--- config.mk ---
export PLATFORM = sky130hd
export DESIGN_NAME = winGen
export DESIGN_NICKNAME = d
export VERILOG_FILES = /design/src/rtl/winGenPkg.sv /design/src/rtl/winGenDatapath.sv /design/src/rtl/winGenControl.sv /design/src/rtl/winGen.sv
export SDC_FILE = /design/constraint.sdc
export NUM_CORES = 1
export LEC_CHECK = 0
export BUFFER_PORTS_ARGS = -buffer_cell sky130_fd_sc_hd__buf_4
export CAP_MARGIN = 20
export CORE_MARGIN = 5
export CORE_UTILIZATION = 40
export DETAILED_ROUTE_END_ITERATION = 6
export GPL_ROUTABILITY_DRIVEN = 0
export PLACE_DENSITY = 0.63
export SYNTH_ARGS = -nofsm -noshare
export SYNTH_HDL_FRONTEND = slang
export SYNTH_SLANG_ARGS = --single-unit
--- constraint.sdc ---
create_clock -name clk -period 6.35 [get_ports clk]
set_input_delay 1.5875 -clock clk [delete_from_list [all_inputs] [get_ports clk]]
set_output_delay 1.5875 -clock clk [all_outputs]
set_load 0.03 [all_outputs]
--- src/rtl/winGenPkg.sv ---
package winGenPkg;

  typedef struct packed {
    logic hRise;
    logic vRise;
    logic pixStep;
    logic lineStep;
    logic load;
  } winStrobes_t;

  function automatic logic inSpan(input logic [15:0] pos, input logic [15:0] start,
                                  input logic [15:0] span);
    logic [16:0] stop;
    stop = {1'b0, start} + {1'b0, span};
    return ({1'b0, pos} >= {1'b0, start}) && ({1'b0, pos} < stop);
  endfunction

endpackage

--- src/rtl/winGenDatapath.sv ---
module winGenDatapath
  import winGenPkg::*;
#(
  parameter int CNT_W = 12
) (
  input  logic             clk,
  input  logic             rstN,
  input  winStrobes_t      strobes,
  input  logic [CNT_W-1:0] hDelay,
  input  logic [CNT_W-1:0] vDelay,
  output logic [CNT_W-1:0] pixNow,
  output logic [CNT_W-1:0] lineNow,
  output logic [CNT_W-1:0] column,
  output logic [CNT_W-1:0] line
);

  localparam logic [CNT_W-1:0] CNT_MAX = '1;

  logic [CNT_W-1:0] hPos;
  logic [CNT_W-1:0] vPos;
  logic [CNT_W-1:0] curLine;
  logic [CNT_W-1:0] lineSel;

  assign pixNow  = strobes.hRise ? '0 : hPos;
  assign lineSel = strobes.vRise ? '0 : vPos;
  assign lineNow = strobes.lineStep ? lineSel : curLine;

  always_ff @(posedge clk or negedge rstN) begin
    if (!rstN) begin
      hPos <= '0;
    end else if (strobes.pixStep) begin
      hPos <= (pixNow == CNT_MAX) ? CNT_MAX : pixNow + 1'b1;
    end
  end

  always_ff @(posedge clk or negedge rstN) begin
    if (!rstN) begin
      vPos    <= '0;
      curLine <= '0;
    end else if (strobes.lineStep) begin
      vPos    <= (lineSel == CNT_MAX) ? CNT_MAX : lineSel + 1'b1;
      curLine <= lineSel;
    end else if (strobes.vRise) begin
      vPos <= '0;
    end
  end

  always_ff @(posedge clk or negedge rstN) begin
    if (!rstN) begin
      column <= '0;
      line   <= '0;
    end else if (strobes.load) begin
      column <= pixNow - hDelay;
      line   <= lineNow - vDelay;
    end else begin
      column <= '0;
      line   <= '0;
    end
  end

  AST_PIX_RESTART: assert property (@(posedge clk) disable iff (!rstN)
    strobes.hRise |=> (hPos == CNT_W'(1))) else $error("pixel count did not restart");

endmodule

--- src/rtl/winGenControl.sv ---
module winGenControl
  import winGenPkg::*;
#(
  parameter int CNT_W = 12
) (
  input  logic             clk,
  input  logic             rstN,
  input  logic             hEnable,
  input  logic             vEnable,
  input  logic [CNT_W-1:0] hDelay,
  input  logic [CNT_W-1:0] vDelay,
  input  logic [CNT_W-1:0] activeWidth,
  input  logic [CNT_W-1:0] activeHeight,
  input  logic [CNT_W-1:0] pixNow,
  input  logic [CNT_W-1:0] lineNow,
  output winStrobes_t      strobes,
  output logic             window
);

  logic hPrev;
  logic vPrev;
  logic lineActive;
  logic lineOkNow;
  logic pixOkNow;
  logic windowNext;

  always_comb begin
    strobes          = '0;
    strobes.hRise    = hEnable & ~hPrev;
    strobes.vRise    = vEnable & ~vPrev;
    strobes.pixStep  = hEnable;
    strobes.lineStep = strobes.hRise & vEnable;

    if (strobes.lineStep) begin
      lineOkNow = inSpan(16'(lineNow), 16'(vDelay), 16'(activeHeight));
    end else if (strobes.vRise || !vEnable) begin
      lineOkNow = 1'b0;
    end else begin
      lineOkNow = lineActive;
    end

    pixOkNow     = inSpan(16'(pixNow), 16'(hDelay), 16'(activeWidth));
    windowNext   = hEnable & vEnable & lineOkNow & pixOkNow;
    strobes.load = windowNext;
  end

  always_ff @(posedge clk or negedge rstN) begin
    if (!rstN) begin
      hPrev      <= 1'b0;
      vPrev      <= 1'b0;
      lineActive <= 1'b0;
      window     <= 1'b0;
    end else begin
      hPrev      <= hEnable;
      vPrev      <= vEnable;
      lineActive <= lineOkNow;
      window     <= windowNext;
    end
  end

  AST_WIN_NEEDS_HEN: assert property (@(posedge clk) disable iff (!rstN)
    !hEnable |=> !window) else $error("window without line enable");
  AST_WIN_NEEDS_VEN: assert property (@(posedge clk) disable iff (!rstN)
    !vEnable |=> !window) else $error("window without frame enable");
  AST_ZERO_SPAN: assert property (@(posedge clk) disable iff (!rstN)
    (activeWidth == '0 || activeHeight == '0) |=> !window) else $error("window with zero span");

endmodule

--- src/rtl/winGen.sv ---
module winGen
  import winGenPkg::*;
#(
  parameter int CNT_W = 12
) (
  input  logic             clk,
  input  logic             rstN,
  input  logic             hEnable,
  input  logic             vEnable,
  input  logic [CNT_W-1:0] hDelay,
  input  logic [CNT_W-1:0] vDelay,
  input  logic [CNT_W-1:0] activeWidth,
  input  logic [CNT_W-1:0] activeHeight,
  output logic             window,
  output logic [CNT_W-1:0] column,
  output logic [CNT_W-1:0] line
);

  winStrobes_t      strobes;
  logic [CNT_W-1:0] pixNow;
  logic [CNT_W-1:0] lineNow;

  winGenControl #(.CNT_W(CNT_W)) uCtrl (
    .clk(clk), .rstN(rstN), .hEnable(hEnable), .vEnable(vEnable),
    .hDelay(hDelay), .vDelay(vDelay), .activeWidth(activeWidth),
    .activeHeight(activeHeight), .pixNow(pixNow), .lineNow(lineNow),
    .strobes(strobes), .window(window)
  );

  winGenDatapath #(.CNT_W(CNT_W)) uPath (
    .clk(clk), .rstN(rstN), .strobes(strobes), .hDelay(hDelay),
    .vDelay(vDelay), .pixNow(pixNow), .lineNow(lineNow),
    .column(column), .line(line)
  );

  AST_COL_BOUND: assert property (@(posedge clk) disable iff (!rstN)
    window |-> (column < activeWidth)) else $error("column out of range");
  AST_COL_STEP: assert property (@(posedge clk) disable iff (!rstN)
    (window && $past(window)) |-> (column == CNT_W'($past(column) + 1'b1))) else $error("column skipped");
  AST_LINE_BOUND: assert property (@(posedge clk) disable iff (!rstN)
    window |-> (line < activeHeight)) else $error("line out of range");
  AST_IDLE_ZERO: assert property (@(posedge clk) disable iff (!rstN)
    !window |-> (column == '0 && line == '0)) else $error("index not zero outside window");

endmodule

==> results of run 1 <==
==> metrics by stage <==
stage / area (sq um) / utilization, %
after floorplan: 5530 / -
after global routing: 6530 / 47.6
final: 6530 / 47.6
after CTS: 6530 / 47.6
after global placement: 6250 / 45.6
after detailed placement: 6250 / 45.6
==> registers in the layout, summed over array words and instances, names as in the netlist <==
register,cells
uPath.column,12
uCtrl.vPrev,1
uCtrl.window,1
uPath.line,12
uPath.curLine,12
uPath.vPos,12
uCtrl.hPrev,1
uPath.hPos,12
uCtrl.lineActive,1
==> how the worst max path moves through the flow <==
| stage | end | cells after the start |
|---|---|---|
| floorplan | uPath.column[6] | 14 |
| global placement | uPath.line[6] | 15 |
| detailed placement | uPath.line[7] | 15 |
| CTS | uPath.line[7] | 15 |
| global route | uPath.line[4] | 15 |
| finish | uPath.line[7] | 13 |
==> cells by family after synthesis <==
| group | count (synthesis) | share of synthesized area, % |
|---|---|---|
| buffers and inverters | 57 | 4.46 |
| adders and majority gates | 76 | 17.7 |
| AOI/OAI and AO/OA | 169 | 20.5 |
| DFF | 64 | 29.0 |
| muxes | 3 | 0.769 |
| xor gates and xnor gates | 42 | 6.65 |
| and+or+nand+nor | 210 | 21.0 |
==> where the power goes <==
part | internal [uW] | switching, uW
logic | 175 | 231
clock network | 291 | 166
registers | 424 | 20.7
total | 890 | 418
==> synthesized netlist by cell type, types with 5 or more instances <==
master,n
nor3_2,20
nor3_1,13
xnor2_1,18
clkbuf_1,8
nand2_1,59
o21ai_0,43
nand3_1,22
a21o_1,9
a21oi_1,45
nand4_1,14
a211oi_1,9
dfrtp_1,64
o21a_1,16
ha_1,72
inv_1,42
o211ai_1,9
o31ai_1,5
nor2_1,39
and2_1,13
xor2_1,24
nand2b_1,7
==> worst max-delay path: cells and delay by family <==
kind / cells / cell delay, ns
simple gates: 4 / 1.08
fa+ha+maj: 1 / 0.45
compound gates: 5 / 1.71
buf+inv: 3 / 0.63
==> layout make-up <==
| class | instances | share of cell area (%) |
|---|---|---|
| clock buffers | 12 | 4.08 |
| flip-flops and latches | 64 | 24.5 |
| inverters | 42 | 2.41 |
| clock inverters | 2 | 0.230 |
| repair buffers | 78 | 8.96 |
| well taps | 180 | 3.45 |
| multi-input cells | 500 | 56.4 |
==> per-layer routing <==
| metal | part of all wire (%) | track usage [%] | vias up |
|---|---|---|---|
| met5 | 0 | 0 | - |
| met4 | 1.1 | 3.43 | 0 |
| met3 | 4.8 | 3.09 | 12 |
| met2 | 46 | 27.5 | 115 |
| met1 | 49 | 24.9 | 2310 |
| li1 | - | - | 2403 |
==> impl_metrics.csv, run 1 <==
group,metric,value,unit
synth,synth_top_area_share,29.0,%
layout,fillers,1301,
detailed_routing,drtIter0Drc,296,
worst_setup_path,r2r_setup_slack,2.18,ns
sta,fin_tns_setup,0,ns
sta,max_freq,192,MHz
synth,synth.avg_cell_area,8.91,sq um
synth,yosysWarningCount,0,
synth,synth-main-ff-cell,"dfrtp_1",
place,place_ws,0.798,ns
job,max_cap_violations,0,
worst_setup_path,r2r_start,"uCtrl.hPrev",
layout,diodes,0,
sta,hold_viol_final,0,
sta,tightest_slew,1.00,ns
layout,drive_gt1_share,18.2,%
clock_network,clock-root-buffer,"clkbuf_16",
floorplan,dieArea,16300,sq um
detailed_routing,wire_per_inst,16.0,um
clock_network,htree_levels,3,
worst_setup_path,max_stage_delay,0.69,ns
synth,yosysTopAreaCell,"dfrtp_1",
layout,register_area,1600,sq um
detailed_routing,wl,14000,um
sta,slew_headroom,33.0,%
floorplan,die_w,128,um
worst_setup_path,end_kind,"flip-flop",
worst_hold_path,hold_start,"uPath.curLine[11]",
layout,fin_cells,878,
synth,synth_edf_count,0,
sta,layout_setup_ws,1.13,ns
power_and_ir_drop,p_leak,0.00308,uW
synth,netlist_area,5530,sq um
worst_setup_path,reg2reg_depth,11,
layout,layout_common_cells,"buf_4 (78), ha_1 (72), dfrtp_1 (64)",
worst_setup_path,reg2reg_to,"uPath.line[7]",
clock_network,clkTransAtPathRegs,0.05,ns
synth,ys_async_sr_fraction,100,%
sta,fin_crit,5.22,ns
worst_setup_path,worstSetupStartpoint,"hEnable",
floorplan,pin_count,77,
synth,syn_nets,749,
sta,maxSlewViolCount,0,
layout,nets,823,
grt,overflow,0,
grt,antenna_found_initial,0,
worst_setup_path,cpMostUsedCell,"buf_4",
clock_network,ctsHoldBuffers,0,
worst_setup_path,slowest_stage,"o21ai_0",
synth,synth_area_leaders,"dfrtp_1 (29%), ha_1 (16%), a21oi_1 (4.1%), nand2_1 (4.0%), o21ai_0 (3.9%)",
layout,layout_commonest_cell,"buf_4",
clock_network,cts_resized,0,
layout,area_growth,18.1,%
floorplan,die_y,128,um
floorplan,start_util,40.3,%
worst_setup_path,critical_path_class,"in -> reg",
clock_network,cts_sinks,64,
floorplan,rows,43,
synth,ys_seq_elements,64,
worst_setup_path,crit_path_max_fanout,22,
place,dp.cells,864,
detailed_routing,drc,0,
worst_setup_path,crit_path_cell_trace,"buf_4 > nand2_1 > or2_0 > o21ai_0 > inv_1 > fa_1 > nand2b_1 > a211oi_1 > o41ai_1 > a21oi_1 > o21ai_4 > buf_4 > nor3_2",
detailed_routing,vias,4840,
grt,grt_pass1_vias,4787,
grt,grt.total_usage,17.3,%
sta,finalSetupViolCount,0,
clock_network,cts_inserted_buffers,9,
synth,seq_area_frac_synth,29.0,%
worst_hold_path,worstHoldPathType,"reg -> reg",
clock_network,clockBufferDepth,2,
detailed_routing,ant_nets,0,
sta,hold_ws,0.528,ns
sta,fin_crit_sh,82.2,%
floorplan,core,13700,sq um
worst_setup_path,cp_data_required_time,6.58,ns
place,portBuffers,76,
layout,multi_input_comb_area,3680,sq um
synth,synth_cells,621,
sta,grt_setup_unrepaired,"false",
worst_setup_path,cp.arrival,5.45,ns
detailed_routing,dr.pass1.iters,5,
synth,synthDistinctLibCells,65,
grt,grt_max_degree,65,
outcome,outcome,"complete, no violations",
clock_network,post_cts_buffers,0,
power_and_ir_drop,vdd_drop_max,0.118,mV
worst_setup_path,critPathLaunchType,"input pin",
grt,grt_pass1_wl,23200,um
worst_hold_path,whs_endpoint,"uPath.curLine[11]",
clock_network,cts_tree,"done",
power_and_ir_drop,total_power,1310,uW
worst_hold_path,hold_depth,2,
clock_network,clk_latency,0.32,ns
power_and_ir_drop,p_per_area,200,nW/um^2
detailed_routing,vias_per_cell,5.51,
sta,fin_skew,0.00599,ns
place,dp_hpwl,11200,um
No activity file was read; power rests on OpenSTA's default activity.
==> run 2, diff against run 1 <==
Settings changed: PLACE_DENSITY 0.63 to 0.65.
Clock period 6.35 ns to 4.6 ns, I/O delays scaled along.
==> run 2 against run 1 <==
  * Flip-flop and latch count stayed put
  * Worst setup slack got worse by 0.72 ns
  * Hold slack lost 0.014 ns
  * Critical path type unchanged
  * Largest power group unchanged
==> impl_metrics.csv, run 2 (synthesized netlist as in run 1, its figures left out) <==
group,metric,value,unit
outcome,outcome,"complete, no violations",
clock_network,clk_latency,0.33,ns
sta,max_freq,239,MHz
sta,grt_setup_unrepaired,"false",
clock_network,cts_inserted_buffers,9,
layout,drive_gt1_share,19.3,%
layout,nets,832,
sta,tightest_slew,0.801,ns
floorplan,pin_count,77,
sta,fin_skew,0.00534,ns
grt,grt_pass1_vias,4878,
detailed_routing,drc,0,
detailed_routing,wire_per_inst,16.3,um
sta,fin_tns_setup,0,ns
grt,grt_pass1_wl,23700,um
detailed_routing,vias_per_cell,5.56,
place,dp.cells,873,
worst_setup_path,critPathLaunchType,"input pin",
clock_network,clkTransAtPathRegs,0.05,ns
floorplan,core,13700,sq um
worst_setup_path,critical_path_class,"in -> reg",
clock_network,cts_sinks,64,
sta,hold_viol_final,0,
grt,grt.total_usage,17.9,%
floorplan,die_w,128,um
place,dp_hpwl,11500,um
floorplan,start_util,40.3,%
power_and_ir_drop,clockPowerShare,38.2,%
layout,layout_commonest_cell,"buf_4",
worst_setup_path,crit_path_max_fanout,25,
layout,layout_common_cells,"buf_4 (85), ha_1 (72), dfrtp_1 (64)",
worst_setup_path,max_stage_delay,0.42,ns
layout,area_growth,20.5,%
sta,fin_crit,4.18,ns
clock_network,htree_levels,3,
layout,final_area,6670,sq um
clock_network,post_cts_buffers,0,
detailed_routing,drtIter0Drc,229,
detailed_routing,vias,4939,
power_and_ir_drop,total_power,1920,uW
power_and_ir_drop,p_int,1330,uW
floorplan,rows,43,
clock_network,cts_resized,0,
clock_network,clockBufferDepth,2,
place,dpl-instance-area,6340,sq um
sta,fin_crit_sh,91.0,%
layout,diodes,0,
clock_network,clock-root-buffer,"clkbuf_16",
job,max_cap_violations,0,
power_and_ir_drop,p_leak,0.00316,uW
worst_setup_path,crit_path_cell_trace,"buf_4 > ha_1 > fa_1 > a211oi_1 > o21ai_0 > a21oi_1 > o21bai_1 > a21oi_1 > xor2_1 > ha_1 > a21o_1 > a21oi_1 > nand2_1 > a21oi_1 > o22ai_2 > buf_12 > nor4bb_1",
power_and_ir_drop,combPwrFrac,29.8,%
layout,fin_cells,889,
grt,antenna_found_initial,0,
sta,finalSetupViolCount,0,
grt,grt_max_degree,65,
sta,maxSlewViolCount,0,
sta,slew_headroom,46.6,%
power_and_ir_drop,switching_share,30.9,%
power_and_ir_drop,vdd_drop_max,0.186,mV
clock_network,cts_tree,"done",
worst_setup_path,cp_data_required_time,4.83,ns
worst_setup_path,slowest_stage,"fa_1",
power_and_ir_drop,p_switching,594,uW
floorplan,dieArea,16300,sq um
worst_setup_path,cp.arrival,4.41,ns
worst_setup_path,cpMostUsedCell,"a21oi_1",
worst_setup_path,end_kind,"flip-flop",
grt,overflow,0,
detailed_routing,dr.pass1.iters,5,
detailed_routing,wl,14500,um
power_and_ir_drop,p_per_area,288,nW/um^2
layout,fin_util,48.6,%
clock_network,ctsHoldBuffers,0,
floorplan,die_y,128,um
worst_hold_path,worstHoldPathType,"reg -> reg",
place,portBuffers,76,
power_and_ir_drop,p_seq_share,32.0,%
detailed_routing,ant_nets,0,
run 2: cell types whose count changed in the layout (fill, tap and decap cells not counted), sizes merged:
cell | before | now
buf | 78 | 87
inv | 42 | 43
clkinv | 0 | 2
clkbuf | 12 | 11
bufinv | 0 | 2
clkinvlp | 2 | 0
run 2: power groups by stage:
stage,Sequential (uW),Combinational (uW),Clock (uW)
5_1_grt,617,642,769
3_5_place_dp,623,565,0
3_3_place_gp,621,550,0
2_1_floorplan,614,407,0
4_1_cts,613,571,744
6_report,615,572,733
run 2: cell type report:
cell class                 instances  area, sq um
inverter                          42          158
tap                              180          225
clock buffer                      11          243
sequential                        64         1600
clock inverter                     5         78.8
fill                            1318         7050
timing repair buffer              87          678
multi-input combinational        500         3680
run 2: through the flow:
stage | worst slack, ns | hold WS [ns]
4_1_cts | 0.443 | 0.515
3_3_place_gp | 0.179 | 0.514
6_report | 0.416 | 0.514
2_1_floorplan | 0.428 | 0.463
5_1_grt | 0.163 | 0.550
3_5_place_dp | 0.121 | 0.501
run 2: critical path: cells and delay by family:
family | cells | cell delay (ns)
compound gates | 9 | 1.53
fa+ha+maj | 3 | 0.90
simple gates | 2 | 0.34
buf+inv | 2 | 0.32
xor+xnor | 1 | 0.16
run 2: worst paths after layout:
| check | slack, ns | end | cells after the start | start |
|---|---|---|---|---|
| max | 0.42 | uPath.column[3] | 17 | hDelay[0] |
| min | 0.51 | uPath.curLine[11] | 2 | uPath.curLine[11] |
| max reg2reg | 0.98 | uPath.column[11] | 11 | uCtrl.hPrev |
| min reg2reg | 0.51 | uPath.curLine[11] | 2 | uPath.curLine[11] |
| max in group asynchronous | 3.18 | uPath.line[8] | 1 | rstN |
| min in group asynchronous | 0.91 | uPath.column[0] | 1 | rstN |
run 2: routing by layer:
layer / global-route usage [%] / vias to the layer above / share of wire (%)
met2: 29.0 / 124 / 48
met5: 0 / - / 0
li1: - / 2417 / -
met4: 4.81 / 0 / 1.5
met3: 3.76 / 21 / 4.4
met1: 24.2 / 2377 / 46
==> run 3, diff against run 2 <==
Settings changed: BUFFER_PORTS_ARGS -buffer_cell sky130_fd_sc_hd__buf_4 to not set, CELL_PAD_IN_SITES_DETAIL_PLACEMENT set to 1, CELL_PAD_IN_SITES_GLOBAL_PLACEMENT set to 1, DONT_BUFFER_PORTS set to 1, PLACE_DENSITY 0.65 to 0.74.
==> run 3 against run 2 <==
  * Critical path depth decreased by 1
  * Largest power group unchanged
  * Clock power increased by 2%
  * Fmax decreased by 1.8%
  * Worst setup slack got worse by 0.075 ns
  * Non-clock buffer count decreased by 76
  * Largest cell class unchanged
==> impl_metrics.csv, run 3 (synthesized netlist as in run 1, its figures left out) <==
group,metric,value,unit
detailed_routing,wl,15500,um
worst_setup_path,r2r_start,"uCtrl.hPrev",
sta,max_freq,235,MHz
worst_setup_path,reg2reg_depth,10,
detailed_routing,wire_per_inst,19.1,um
layout,nets,756,
sta,fin_skew,0.00987,ns
clock_network,clk_latency,0.33,ns
layout,drive_gt1_share,9.79,%
clock_network,clockBufferDepth,2,
detailed_routing,drtIter0Drc,177,
floorplan,dieArea,16300,sq um
sta,hold_viol_final,0,
power_and_ir_drop,vdd_drop_max,0.187,mV
place,dp_hpwl,12300,um
grt,grt.total_usage,19.6,%
worst_hold_path,worstHoldPathType,"in -> async",
worst_setup_path,max_stage_delay,0.44,ns
floorplan,core,13700,sq um
sta,maxSlewViolCount,0,
floorplan,die_y,128,um
worst_setup_path,crit_path_cell_trace,"ha_1 > fa_1 > a211oi_1 > o21ai_0 > a21oi_1 > o21bai_1 > a21oi_1 > xor2_1 > ha_1 > a21o_1 > a21oi_1 > nand2_1 > a21oi_1 > o22ai_4 > buf_12 > nor3_1",
grt,grt_pass1_vias,5067,
worst_setup_path,cpMostUsedCell,"a21oi_1",
place,dpl-instance-area,5780,sq um
floorplan,rows,43,
grt,antenna_found_initial,0,
detailed_routing,drc,0,
layout,layout_common_cells,"ha_1 (72), dfrtp_1 (64), nand2_1 (59)",
sta,slew_headroom,51.5,%
layout,diodes,0,
power_and_ir_drop,p_per_area,311,nW/um^2
sta,finalSetupViolCount,0,
clock_network,cts_sinks,64,
layout,area_growth,10.5,%
clock_network,clock-root-buffer,"clkbuf_16",
clock_network,post_cts_buffers,0,
power_and_ir_drop,p_leak,0.00277,uW
worst_setup_path,critPathLaunchType,"input pin",
worst_setup_path,crit_path_max_fanout,14,
clock_network,cts_inserted_buffers,9,
detailed_routing,ant_nets,0,
sta,fin_crit_sh,92.6,%
clock_network,htree_levels,3,
worst_setup_path,critical_path_class,"in -> reg",
worst_setup_path,r2r_setup_slack,0.85,ns
grt,grt_max_degree,65,
sta,fin_crit,4.26,ns
clock_network,cts_resized,0,
clock_network,clkTransAtPathRegs,0.06,ns
worst_setup_path,reg2reg_to,"uPath.column[3]",
place,portBuffers,0,
floorplan,start_util,40.3,%
worst_setup_path,end_kind,"flip-flop",
sta,tightest_slew,0.718,ns
clock_network,cts_tree,"done",
worst_setup_path,critPathCapture,"uPath.line[2]",
outcome,outcome,"complete, no violations",
worst_setup_path,slowest_stage,"fa_1",
grt,overflow,0,
worst_setup_path,worstSetupStartpoint,"hDelay[0]",
detailed_routing,dr.pass1.iters,4,
worst_setup_path,cp_data_required_time,4.83,ns
job,max_cap_violations,0,
floorplan,die_w,128,um
detailed_routing,vias_per_cell,5.73,
sta,grt_setup_unrepaired,"false",
detailed_routing,vias,4662,
sta,fin_tns_setup,0,ns
floorplan,pin_count,77,
layout,layout_commonest_cell,"ha_1",
grt,grt_pass1_wl,25700,um
layout,final_area,6110,sq um
worst_setup_path,cp.arrival,4.49,ns
clock_network,ctsHoldBuffers,0,
[run 3: cell types whose count changed in the layout (fill, tap and decap cells not counted), sizes merged]
cell	previous run	this run
clkbuf	11	10
buf	87	11
clkinvlp	0	2
inv	43	42
[run 3: area by class of cell]
class                      instances  area (sq um)
multi-input combinational        500          3690
clock buffer                      10           239
timing repair buffer              11           108
inverter                          42           158
tap                              180           225
sequential                        64          1600
fill                            1617          7610
clock inverter                     6          92.6
[run 3: worst min-delay path by stage]
stage | startpoint | slack, ns | depth (start not counted) | to
after floorplan | uPath.curLine[11] | 0.46 | 2 | uPath.curLine[11]
after global placement | uPath.curLine[8] | 0.51 | 2 | uPath.curLine[8]
after detailed placement | uPath.curLine[11] | 0.54 | 2 | uPath.curLine[11]
after CTS | rstN | 0.50 | 0 | uPath.vPos[5]
after global routing | rstN | 0.49 | 0 | uPath.column[0]
final | rstN | 0.51 | 0 | uPath.column[8]
[run 3: metrics by stage]
stage	power [uW]	cells	hold WS [ns]	setup WS (ns)	utilization (%)
floorplan	1020	621	0.463	0.428	-
global placement	1130	797	0.510	0.160	42.1
detailed placement	1150	797	0.538	0.0443	42.1
CTS	1910	813	0.497	0.376	44.6
global route	2010	813	0.493	0.0743	44.6
finish	1900	813	0.510	0.341	44.6
[run 3: critical path: cells and delay by family]
kind,cells,cell delay [ns]
xor+xnor,1,0.17
simple gates,2,0.28
fa+ha+maj,3,0.90
buf+inv,1,0.24
compound gates,9,1.74
[run 3: per-layer routing]
layer | vias to the layer above | track usage (%) | part of all wire (%)
met1 | 2318 | 25.5 | 46
met5 | - | 0 | 0
li1 | 2263 | - | -
met2 | 64 | 32.8 | 48
met4 | 0 | 4.18 | 1.3
met3 | 17 | 5.02 | 4.8
[run 3: power by group]
group / switching, uW / internal [uW]
Clock: 259 / 490
Combinational: 307 / 226
Sequential: 30.9 / 585
